<file path="src/rtl/rtc_cal_pkg.sv">
package rtc_cal_pkg;
  localparam int REG_W = 32;
  localparam int SEC_W = 6;
  localparam int MIN_W = 6;
  localparam int HR_W  = 5;
  localparam int DAY_W = 5;
  localparam int MON_W = 4;
  localparam int YR_W  = 6;

  typedef struct packed {
    logic [HR_W-1:0]  hr;
    logic [MIN_W-1:0] min;
    logic [SEC_W-1:0] sec;
  } cal_time_t;

  typedef struct packed {
    logic             leap;
    logic [YR_W-1:0]  yr;
    logic [MON_W-1:0] mon;
    logic [DAY_W-1:0] day;
  } cal_date_t;

  function automatic logic [REG_W-1:0] time_to_word(cal_time_t t);
    return {11'd0, t.hr, 2'd0, t.min, 2'd0, t.sec};
  endfunction

  function automatic logic [REG_W-1:0] date_to_word(cal_date_t d);
    return {9'd0, d.leap, d.yr, 4'd0, d.mon, 3'd0, d.day};
  endfunction

  function automatic cal_time_t word_to_time(logic [REG_W-1:0] w);
    cal_time_t t;
    t.sec = w[5:0];
    t.min = w[13:8];
    t.hr  = w[20:16];
    return t;
  endfunction

  function automatic cal_date_t word_to_date(logic [REG_W-1:0] w);
    cal_date_t d;
    d.day  = w[4:0];
    d.mon  = w[11:8];
    d.yr   = w[21:16];
    d.leap = w[22];
    return d;
  endfunction

  function automatic logic [DAY_W-1:0] month_len(logic [MON_W-1:0] mon, logic leap);
    case (mon)
      4'd2:                     return leap ? 5'd29 : 5'd28;
      4'd4, 4'd6, 4'd9, 4'd11:  return 5'd30;
      default:                  return 5'd31;
    endcase
  endfunction
endpackage

</file>
<file path="src/rtl/cal_wrap_cnt.sv">
module cal_wrap_cnt #(
  parameter int W = 6
) (
  input  logic [W-1:0] cur,
  input  logic [W-1:0] top_val,
  input  logic [W-1:0] base_val,
  input  logic         inc,
  output logic [W-1:0] nxt,
  output logic         carry
);
  // A field at or past its top value restarts at base on increment.
  assign carry = inc && (cur >= top_val);
  always_comb begin
    if (!inc)      nxt = cur;
    else if (carry) nxt = base_val;
    else           nxt = cur + W'(1);
  end
endmodule

</file>
<file path="src/rtl/cal_commit.sv">
module cal_commit
  import rtc_cal_pkg::*;
(
  input  logic      clk,
  input  logic      rst_n,
  input  logic      tick,
  input  logic      wr_time,
  input  logic      wr_date,
  input  cal_time_t new_time,
  input  cal_date_t new_date,
  output cal_time_t pend_time,
  output cal_date_t pend_date,
  output logic      busy_time,
  output logic      busy_date
);
  always_ff @(posedge clk) begin
    if (!rst_n) begin
      pend_time <= '0;
      pend_date <= '0;
      busy_time <= 1'b0;
      busy_date <= 1'b0;
    end else begin
      if (wr_time) begin
        pend_time <= new_time;
        busy_time <= 1'b1;
      end else if (tick) begin
        busy_time <= 1'b0;
      end
      if (wr_date) begin
        pend_date <= new_date;
        busy_date <= 1'b1;
      end else if (tick) begin
        busy_date <= 1'b0;
      end
    end
  end


  busy_hold_chk: assert property (@(posedge clk) disable iff (!rst_n)
    busy_time && !tick |=> busy_time);

  busy_drop_chk: assert property (@(posedge clk) disable iff (!rst_n)
    busy_time && tick && !wr_time |=> !busy_time);

  date_busy_set_chk: assert property (@(posedge clk) disable iff (!rst_n)
    wr_date |=> busy_date);
endmodule

</file>
<file path="src/rtl/cal_counters.sv">
module cal_counters
  import rtc_cal_pkg::*;
(
  input  logic      clk,
  input  logic      rst_n,
  input  logic      tick,
  input  logic      ld_time,
  input  logic      ld_date,
  input  cal_time_t time_in,
  input  cal_date_t date_in,
  output cal_time_t time_q,
  output cal_date_t date_q
);
  localparam logic [DAY_W-1:0] DAY_BASE = DAY_W'(1);
  localparam logic [MON_W-1:0] MON_BASE = MON_W'(1);
  localparam logic [MON_W-1:0] MON_TOP  = MON_W'(12);

  logic [SEC_W-1:0] sec_n;
  logic [MIN_W-1:0] min_n;
  logic [HR_W-1:0]  hr_n;
  logic [DAY_W-1:0] day_n, dim;
  logic [MON_W-1:0] mon_n;
  logic [YR_W-1:0]  yr_n;
  logic c_sec, c_min, c_hr, c_day, c_mon;
  logic leap_n;

  assign dim = month_len(date_q.mon, date_q.leap);

  cal_wrap_cnt #(.W(SEC_W)) u_sec (.cur(time_q.sec), .top_val(SEC_W'(59)),
    .base_val('0), .inc(tick), .nxt(sec_n), .carry(c_sec));
  cal_wrap_cnt #(.W(MIN_W)) u_min (.cur(time_q.min), .top_val(MIN_W'(59)),
    .base_val('0), .inc(c_sec), .nxt(min_n), .carry(c_min));
  cal_wrap_cnt #(.W(HR_W)) u_hr (.cur(time_q.hr), .top_val(HR_W'(23)),
    .base_val('0), .inc(c_min), .nxt(hr_n), .carry(c_hr));
  cal_wrap_cnt #(.W(DAY_W)) u_day (.cur(date_q.day), .top_val(dim),
    .base_val(DAY_BASE), .inc(c_hr), .nxt(day_n), .carry(c_day));
  cal_wrap_cnt #(.W(MON_W)) u_mon (.cur(date_q.mon), .top_val(MON_TOP),
    .base_val(MON_BASE), .inc(c_day), .nxt(mon_n), .carry(c_mon));

  // Year count wraps naturally; calendar year divisible by 4 when count mod 4 == 2.
  assign yr_n   = c_mon ? date_q.yr + YR_W'(1) : date_q.yr;
  assign leap_n = c_mon ? (yr_n[1:0] == 2'd2) : date_q.leap;

  always_ff @(posedge clk) begin
    if (!rst_n) begin
      time_q <= '0;
      date_q <= '{leap: 1'b0, yr: '0, mon: MON_BASE, day: DAY_BASE};
    end else if (tick) begin
      if (ld_time || ld_date) begin
        if (ld_time) time_q <= time_in;
        if (ld_date) date_q <= date_in;
      end else begin
        time_q <= '{hr: hr_n, min: min_n, sec: sec_n};
        date_q <= '{leap: leap_n, yr: yr_n, mon: mon_n, day: day_n};
      end
    end
  end


  hold_without_tick_chk: assert property (@(posedge clk) disable iff (!rst_n)
    !tick |=> $stable(time_q) && $stable(date_q));

  sec_step_chk: assert property (@(posedge clk) disable iff (!rst_n)
    tick && !ld_time && !ld_date && (time_q.sec < SEC_W'(59))
    |=> time_q.sec == $past(time_q.sec) + SEC_W'(1));

  leap_on_year_chk: assert property (@(posedge clk) disable iff (!rst_n)
    tick && !ld_time && !ld_date
    |=> (date_q.yr == $past(date_q.yr)) || (date_q.leap == (date_q.yr[1:0] == 2'd2)));
endmodule

</file>
<file path="src/rtl/rtc_calendar.sv">
module rtc_calendar
  import rtc_cal_pkg::*;
#(
  parameter int                ADDR_W     = 8,
  parameter logic [ADDR_W-1:0] CTRL_OFS   = 'h00,
  parameter logic [ADDR_W-1:0] DATE_OFS   = 'h10,
  parameter logic [ADDR_W-1:0] TIME_OFS   = 'h14,
  parameter int                BUSY_T_BIT = 8,
  parameter int                BUSY_D_BIT = 7
) (
  input  logic              clk,
  input  logic              rst_n,
  input  logic              sec_tick,
  input  logic              reg_wr,
  input  logic [ADDR_W-1:0] reg_addr,
  input  logic [REG_W-1:0]  reg_wdata,
  output logic [REG_W-1:0]  reg_rdata
);
  logic      wr_time, wr_date, busy_time, busy_date;
  cal_time_t pend_time, time_q;
  cal_date_t pend_date, date_q;
  logic      unused_wbits;

  assign wr_time = reg_wr && (reg_addr == TIME_OFS);
  assign wr_date = reg_wr && (reg_addr == DATE_OFS);
  assign unused_wbits = ^{reg_wdata[31:23], reg_wdata[15:14], reg_wdata[7:6]};

  cal_commit u_commit (
    .clk(clk), .rst_n(rst_n), .tick(sec_tick),
    .wr_time(wr_time), .wr_date(wr_date),
    .new_time(word_to_time(reg_wdata)), .new_date(word_to_date(reg_wdata)),
    .pend_time(pend_time), .pend_date(pend_date),
    .busy_time(busy_time), .busy_date(busy_date)
  );

  cal_counters u_cnt (
    .clk(clk), .rst_n(rst_n), .tick(sec_tick),
    .ld_time(busy_time), .ld_date(busy_date),
    .time_in(pend_time), .date_in(pend_date),
    .time_q(time_q), .date_q(date_q)
  );

  always_comb begin
    reg_rdata = '0;
    if (reg_addr == CTRL_OFS) begin
      reg_rdata[BUSY_T_BIT] = busy_time;
      reg_rdata[BUSY_D_BIT] = busy_date;
    end else if (reg_addr == DATE_OFS) begin
      reg_rdata = date_to_word(date_q);
    end else if (reg_addr == TIME_OFS) begin
      reg_rdata = time_to_word(time_q);
    end
  end


  pending_hidden_chk: assert property (@(posedge clk) disable iff (!rst_n)
    busy_time && !sec_tick |=> $stable(time_q));
endmodule

</file>
<file path="config.mk">
export PLATFORM = sky130hd
export DESIGN_NAME = rtc_calendar
export DESIGN_NICKNAME = d
export VERILOG_FILES = /design/src/rtl/rtc_cal_pkg.sv /design/src/rtl/cal_wrap_cnt.sv /design/src/rtl/cal_commit.sv /design/src/rtl/cal_counters.sv /design/src/rtl/rtc_calendar.sv
export SDC_FILE = /design/constraint.sdc
export NUM_CORES = 1
export LEC_CHECK = 0
export ABC_AREA = 1
export BUFFER_PORTS_ARGS = -buffer_cell sky130_fd_sc_hd__clkbuf_2
export CAP_MARGIN = 20
export CORE_MARGIN = 2
export CORE_UTILIZATION = 40
export DETAILED_ROUTE_END_ITERATION = 12
export GPL_TIMING_DRIVEN = 0
export MAX_ROUTING_LAYER = met4
export PLACE_DENSITY = 0.61
export SLEW_MARGIN = 40
export SYNTH_ARGS = -nofsm -noshare
export SYNTH_HDL_FRONTEND = slang
export SYNTH_HIERARCHICAL = 1
export SYNTH_SLANG_ARGS = --single-unit
</file>
<file path="constraint.sdc">
create_clock -name clk -period 4.13 [get_ports clk]
set_clock_uncertainty 0.1 [all_clocks]
set_input_delay 0.826 -clock clk [delete_from_list [all_inputs] [get_ports clk]]
set_output_delay 0.826 -clock clk [all_outputs]
set_load 0.1 [all_outputs]
</file>
Word-level counts from Yosys, hierarchy flattened. Index checks and enable logic that the tools add are counted.

$add $sub $neg: 6. Order comparisons: 5. Equal/unequal tests: 10. Multiplexer cells: 25. Reductions and logical operators: 24.

Operators with widths (count): 2-to-1 mux 17 bit (2); 2-to-1 mux 16 bit (2); 2-to-1 mux 32 bit (1); 2-to-1 mux 6 bit (4); 2-to-1 mux 23 bit (1); 2-to-1 mux 21 bit (1); 2-to-1 mux 5 bit (4); adder 6 x 1 -> 6 bit, second input constant (3); == test 8 x 5 -> 1 bit, second input constant (2); AND reduction 3 bit (5); nonzero test 2 bit (7); greater-or-equal comparator 6 bit, second input constant (2); adder 5 x 1 -> 5 bit, second input constant (2); one-hot mux 5 bit (2 select lines) (1); == test 4 x 3 -> 1 bit, second input constant (2); == test 4 bit, second input constant (2); zero test 8 bit (1); 2-to-1 mux 4 bit (2); logical AND 1 bit (7); 2-to-1 mux 7 bit (1); greater-or-equal comparator 5 bit (1); greater-or-equal comparator 5 bit, second input constant (1); 2-to-1 mux 1 bit (5); adder 4 x 1 -> 4 bit, second input constant (1); 8 further kinds (10).

Bits in registers: 68. Bits of input ports: 44. Output and inout port bits: 32. Logic and storage cells: 87.

Depth between registers and ports, before layout. Gate-level depths: netlist of run 1.

Depth after elaboration: 10. Depth in mapped cells: 26. Depth with buffers taken out: 25.

Cells and area by module. The synthesis of run 1 kept the hierarchy.

Modules (own cells, without submodules): cal_counters (instances 1, cells an instance 259, area each 1695.4 um^2, sequential area each 660.6 um^2); cal_commit (instances 1, cells an instance 150, area each 1211.2 um^2, sequential area each 700.7 um^2); cal_wrap_cnt (u_cnt.u_min ...) (instances 2, cells an instance 93, area each 475.5 um^2, sequential area each 0.0 um^2); cal_wrap_cnt (u_cnt.u_day ...) (instances 2, cells an instance 73, area each 389.1 um^2, sequential area each 0.0 um^2); rtc_calendar (instances 1, cells an instance 97, area each 520.5 um^2, sequential area each 0.0 um^2); cal_wrap_cnt (u_cnt.u_mon) (instances 1, cells an instance 57, area each 299.0 um^2, sequential area each 0.0 um^2).

Least setup slack after synthesis of run 1. OpenSTA, ideal clock, no wires.

Path kind: input to output. From: input port reg_addr[2]. To: output port reg_rdata[7]. Arrival: 3.275 ns. Required time: 3.204 ns. Setup slack: -0.071 ns. Cell stages on the path: 3. Path buffers: 0. Cells stage by stage: nor2_1 nand2_2 nor3b_1.

Word-level cells in the longest chain between the ends: 3. Elaborated cells on any way between the ends: 4. Those cells by class: eq/ne (1); mux (2); reduce/logical (1).

Ends and longest elaborated chain: start: declaration (RTL line rtc_calendar.sv:15) `input logic [ADDR_W-1:0] reg_addr,`; == test 8 x 5 -> 1 bit (RTL line rtc_calendar.sv:48) `end else if (reg_addr == DATE_OFS) begin`; 2-to-1 mux 32 bit (RTL line rtc_calendar.sv:48); 2-to-1 mux 2 bit * (RTL line rtc_calendar.sv:45) `if (reg_addr == CTRL_OFS) begin`; end: declaration (RTL line rtc_calendar.sv:17) `output logic [REG_W-1:0] reg_rdata`.

Every way passes the cells marked *; elsewhere a longest branch is shown, timed or not.

Worst setup path in the final report of run 1.
From: register, netlist name u_cnt/time_q[0]. To: register, netlist name u_cnt/date_q[12].

Word-level cells in the longest chain between the ends: 8.

Ends and longest elaborated chain: greater-or-equal comparator 6 bit (RTL line cal_wrap_cnt.sv:12) `assign carry = inc && (cur >= top_val);`; logical AND 1 bit (RTL line cal_wrap_cnt.sv:12); net u_cnt.c_sec (RTL line cal_counters.sv:24) `logic c_sec, c_min, c_hr, c_day, c_mon;`; logical AND 1 bit (RTL line cal_wrap_cnt.sv:12); net u_cnt.c_min (RTL line cal_counters.sv:24); logical AND 1 bit (RTL line cal_wrap_cnt.sv:12); net u_cnt.c_hr (RTL line cal_counters.sv:24); logical AND 1 bit (RTL line cal_wrap_cnt.sv:12); net u_cnt.c_day (RTL line cal_counters.sv:24); logical AND 1 bit (RTL line cal_wrap_cnt.sv:12); net u_cnt.c_mon (RTL line cal_counters.sv:24); nonzero test 2 bit (no line); AND reduction 3 bit (no line).

The timed path passes the listed nets, and every way through them passes these cells. A chain may end at the register's enable or synchronous reset.

==> run_results.csv, run 1 <==
group,metric,value,unit
sta,hold_viol,0,
sta,drv_slew,0,
setup_path,arrival,3890,ps
logic_synthesis,synth_top_area_share,25.0,%
sta,setup_ws,369,ps
pwr,p_leak,3.55,nW
place,dp_hpwl,11600,µm
clocking,clock_sinks,68,
logic_synthesis,yosys.area.top_type,"dfxtp_1",
worst_hold_path,min_delay_worst_endpoint,"u_commit/pend_time[8]",
layout,multi_input_area,3540,µm²
layout,fin_area,6480,µm²
sta,fin_crit_sh,91.1,%
die,die_x,121,µm
grt,grt_max_degree,14,
routing,route.detailed.wl_per_inst,12.4,µm
pwr,power_density,295,nW/µm²
sta,max_slew_margin,60.1,%
clocking,cts_root_buffer,"clkbuf_16",
logic_synthesis,yosysMostFrequentCell,"nand2_1",
layout,area_growth,18.8,%
pwr,vdd_drop_max,0.210,mV
layout,stdcell_count,1195,
logic_synthesis,synth-seq-cells,68,
logic_synthesis,synth-async-reset-ratio,0,%
layout,diodes,0,
routing,drt_iter0_drc,375,
clocking,clkTransAtPathRegs,60,ps
grt,track_usage,21.2,%
grt,antenna_found_initial,0,
logic_synthesis,ys_types,36,
logic_synthesis,synth_cells,895,
die,initial_core_util,41.0,%
layout,layout.nets,1091,
worst_hold_path,hold_path.startpoint,"u_commit/pend_time[8]",
setup_path,critPathLaunchType,"flop",
setup_path,path_max_fanout,10,
setup_path,cpMaxStageDelayCell,"dfxtp_2",
sta,fmax,266,MHz
logic_synthesis,avgSynthCellArea,6.10,µm²
logic_synthesis,synth_edf_count,0,
setup_path,timing.rr.start,"u_cnt/time_q[0]",
logic_synthesis,syn-cell-area,5460,µm²
place,placed_cell_area,6150,µm²
die,rows,42,
logic_synthesis,synth.area.top_cells,"dfxtp_1, nand2_1, nor2_1",
routing,drt-pass1-iter-count,7,
setup_path,worst-path-buf-inv,10,
die,io_pins,76,
setup_path,crit_type,"flop to flop",
setup_path,r2r-end,"u_cnt/date_q[12]",
clocking,cts_tree,"built",
clocking,clkLatencyLatePin,330,ps
worst_hold_path,hp-class,"flop to flop",
place,port_buffers,50,
setup_path,cp_data_required_time,4260,ps
worst_hold_path,hold_depth,2,
clocking,cts_hold_buffers,0,
place,dp.cells,1180,
sta,setup_viol,0,
logic_synthesis,synth_ff_type,"dfxtp_1",
sta,layout_min_cycle_time,3760,ps
layout,fin_util,48.7,%
logic_synthesis,yosysWarnings,6,
layout,drive_above_1_share,16.0,%
layout,num-fill-cells,1433,
routing,wirelength,14900,µm
setup_path,critPathMostFrequentCell,"inv_1",
setup_path,ff2ff_setup_slack,370,ps
die,core,13300,µm²
sta,max_slew.worst_pin.slew,597,ps
setup_path,reg2reg_depth,26,
setup_path,crit_family,"simple AND/OR/NAND/NOR gates",
clocking,cts-htree-levels,3,
logic_synthesis,yosysSeqAreaShare,25.0,%
die,die-area,14600,µm²
setup_path,end_kind,"flop",
grt,grt_pass1_vias,4758,
grt,overflow,0,
routing,ant_nets,0,
pwr,p_total,1.91,mW
clocking,cts_max_path_buffers,2,
outcome,status,"complete, no violations",
clocking,cts_inserted_buffers,9,
setup_path,cp-startpoint,"u_cnt/time_q[0]",
routing,vias,5520,
die,die_y,121,µm
place,dp_slack,-64.8,ps
logic_synthesis,yosys-top-cells-count,"nand2_1, nor2_1, inv_1",
layout,ff_latch_area,1360,µm²
grt,grt_pass1_wl,23900,µm
routing,vias_per_cell,4.62,
setup_path,slowest_delay,410,ps
place,gp_congestion,0.850,
clocking,post-cts-setup-buffers,0,
routing,post-route-drc-count,0,
job,drv_cap,0,
sta,rsz0062_at_grt,"no",
per-layer routing:
metal	up-vias	GRT usage [%]	wire length, µm
li1	2988	-	-
met1	2357	31.5	7670
met2	162	30.3	6180
met3	13	2.97	830
met4	0	5.09	178
met5	-	-	0
through the flow:
step                      hold WS, ps  setup TNS [ps]
final                             402               0
after global routing              430               0
after CTS                         405               0
after detailed placement          388            -120
after global placement            377            -159
after floorplan                   353               0
worst max-delay path by stage:
stage                                  end  slack (ps)  depth (start not counted)
after floorplan              reg_rdata[21]         680                          6
after global placement    u_cnt/date_q[12]         -80                         26
after detailed placement  u_cnt/date_q[12]         -60                         26
after CTS                 u_cnt/date_q[12]           1                         26
after global routing      u_cnt/date_q[12]          20                         26
final                     u_cnt/date_q[12]         370                         26
layout make-up:
cell class,count,area share (%)
plain buffers,40,4.77
multi-input cells,717,54.6
clock inverters,6,1.39
inverters,129,7.51
repair buffers,50,3.86
flip-flops and latches,68,21.0
clock buffers,9,3.47
well taps,176,3.40
power by group:
group          internal, mW  switching (mW)  total, mW
combinational         0.129           0.245      0.374
sequential            0.675          0.0434      0.719
clock                 0.526           0.293      0.819
total                  1.33           0.581       1.91
cell families (layout without fill, tap and decap cells):
group	after synthesis	after routing	synth area share [%]
AOI/OAI and AO/OA	131	131	13.5
buffers and inverters	169	234	14.6
other	3	62	0.206
adders and majority gates	32	32	7.34
DFF	68	68	25.0
xor gates and xnor gates	4	4	0.642
and+or+nand+nor	488	488	38.8
cell usage in the layout (no fill, tap or decap), drive strengths merged:
cell type,instances
a21o,2
a31oi,2
clkbuf,64
clkinv,5
a21oi,55
a21boi,1
ha,32
or2,2
nand2,260
clkinvlp,1
o21bai,1
nand3,85
nand3b,3
xnor2,2
conb,62
bufinv,2
nor3b,1
inv,127
o21ai,70
buf,35
nand4,6
dfxtp,68
xor2,2
nor2,131
tightest hold or removal path: stages (launching register included):
cell     delay (ps)
dfxtp_1         320
o21ai_0          70
nor2_1           70
registers in the layout (all words and copies together), names as in the netlist:
signal              cells
u_cnt/time_q           17
u_commit/pend_time     17
u_cnt/date_q           16
u_commit/pend_date     16
u_commit/busy_date      1
u_commit/busy_time      1
repair_timing:
item / 4_1_cts / 5_1_grt
pin swaps: 0 / 1
resized for setup: 1 / 5
setup endpoints to repair: 2 / 5
Note: power is estimated with default switching activity, not from simulation.
==> run 2: changes to the inputs <==
- MAX_ROUTING_LAYER: met4 -> unset
==> run 2 against run 1 <==
Die area unchanged. Flip-flop and latch count unchanged. Utilization unchanged. Register-to-register slack about the same. Cell count unchanged. Sequential share of layout area unchanged. Sequential power about the same. Total power up 0.11%. Worst hold slack better by 0.69 ps. Critical endpoint unchanged.
==> run_results.csv, run 2 (synthesized netlist as in run 1, its figures left out) <==
group,metric,value,unit
clocking,cts-htree-levels,3,
pwr,p_leak,3.55,nW
setup_path,worst-path-buf-inv,10,
layout,layout_commonest_cell,"nand2_1",
setup_path,critPathMostFrequentCell,"inv_1",
routing,vias_per_cell,4.64,
outcome,status,"complete, no violations",
layout,diodes,0,
routing,route.detailed.wl_per_inst,12.4,µm
layout,layout.nets,1091,
die,rows,42,
setup_path,cp_data_required_time,4260,ps
job,drv_cap,0,
place,port_buffers,50,
die,initial_core_util,41.0,%
sta,setup_ws,359,ps
worst_hold_path,hp-class,"flop to flop",
pwr,power_density,295,nW/µm²
clocking,cts_root_buffer,"clkbuf_16",
grt,track_usage,20.7,%
place,gp_congestion,0.837,
die,die_x,121,µm
die,die_y,121,µm
sta,fin_crit_sh,91.3,%
clocking,clkTransAtPathRegs,60,ps
setup_path,end_kind,"flop",
setup_path,path_max_fanout,10,
grt,grt_pass1_wl,23900,µm
layout,drive_above_1_share,16.0,%
layout,fin_util,48.7,%
sta,rsz0062_at_grt,"no",
setup_path,arrival,3900,ps
clocking,clkLatencyLatePin,330,ps
place,dp_hpwl,11600,µm
place,placed_cell_area,6150,µm²
layout,reg_top3,"u_cnt/time_q: 17 flops, u_commit/pend_time: 17 flops",
layout,fin_area,6480,µm²
sta,fin_hold_ws,403,ps
setup_path,slowest_delay,410,ps
routing,post-route-drc-count,0,
clocking,cts_max_path_buffers,2,
sta,max_slew.worst_pin.slew,631,ps
grt,overflow,0,
sta,setup_viol,0,
clocking,cts_inserted_buffers,9,
routing,drt_iter0_drc,352,
routing,drt-pass1-iter-count,5,
setup_path,crit_type,"flop to flop",
pwr,p_total,1.91,mW
routing,wirelength,14800,µm
sta,drv_slew,0,
setup_path,crit_family,"simple AND/OR/NAND/NOR gates",
die,core,13300,µm²
place,dp_slack,-64.8,ps
die,io_pins,76,
sta,hold_viol,0,
sta,max_slew_margin,57.8,%
pwr,vdd_drop_max,0.209,mV
grt,grt_pass1_vias,4760,
layout,area_growth,18.8,%
setup_path,critPathLaunchType,"flop",
setup_path,cpMaxStageDelayCell,"dfxtp_2",
sta,fmax,265,MHz
grt,antenna_found_initial,0,
routing,ant_nets,0,
sta,layout_min_cycle_time,3770,ps
grt,grt_max_degree,14,
routing,vias,5539,
clocking,clock_sinks,68,
layout,mostFrequentLayoutCells,"nand2_1, nor2_1, inv_1",
die,die-area,14600,µm²
clocking,cts_tree,"built",
## run 2: cell counts in the layout (fill, tap and decap cells not counted)
Identical to the previous run, type by type.
## run 2: worst reg2reg max path: stages (launching register included)
cell and delay (ps):
dfxtp_2 410, inv_1 80, ha_1 270, inv_1 30
nand2_1 40, nand2_1 40, nand2_1 80, nand2_2 120
nand2_4 120, nand2_2 70, inv_1 70, buf_4 170
nand2_2 100, inv_1 200, inv_2 120, nor2_4 190
inv_1 180, nor2_4 210, nand2_1 100, inv_1 150
inv_1 80, o21ai_1 220, nand2_2 150, inv_1 120
nand2_1 80, nor2_1 120, nor2_1 50
## run 2: per-stage QoR
stage | setup TNS, ps | std cells
2_1_floorplan | 0 | 954
3_3_place_gp | -159 | 1180
3_5_place_dp | -120 | 1180
4_1_cts | 0 | 1195
5_1_grt | 0 | 1195
6_report | 0 | 1195
## run 2: final timing paths
kind / to / cells after the start / slack, ps / startpoint
max: u_cnt/date_q[12] / 26 / 360 / u_cnt/time_q[0]
min: u_commit/pend_time[8] / 2 / 400 / u_commit/pend_time[8]
max reg2reg: u_cnt/date_q[12] / 26 / 360 / u_cnt/time_q[0]
min reg2reg: u_commit/pend_time[8] / 2 / 400 / u_commit/pend_time[8]
## run 2: layer usage
metal / GRT usage (%) / wire, µm / up-vias
met5: 0 / 0 / -
met4: 5.09 / 198 / 0
met3: 3.35 / 867 / 16
met2: 30.2 / 6170 / 154
met1: 31.3 / 7590 / 2378
li1: - / - / 2991
## run 2: power by group
group	leakage (nW)	switching, mW	total (mW)	internal [mW]
logic	2.85	0.245	0.374	0.129
clock network	0.151	0.295	0.821	0.526
registers	0.554	0.0435	0.719	0.675
## run 2: what timing repair did
action,CTS,global route
hold buffers,0,0
gates cloned,0,0
pin swaps,0,1
setup buffers,0,0
gates resized for setup,1,5
setup endpoints to repair,2,5
## run 2: layout make-up
| class | instances | area, µm² |
|---|---|---|
| clock inverter | 6 | 90.1 |
| sequential | 68 | 1360 |
| clock buffer | 9 | 225 |
| tap | 176 | 220 |
| timing repair buffer | 50 | 250 |
| multi-input combinational | 717 | 3540 |
| inverter | 129 | 487 |
| buffer | 40 | 309 |
| fill | 1433 | 6810 |
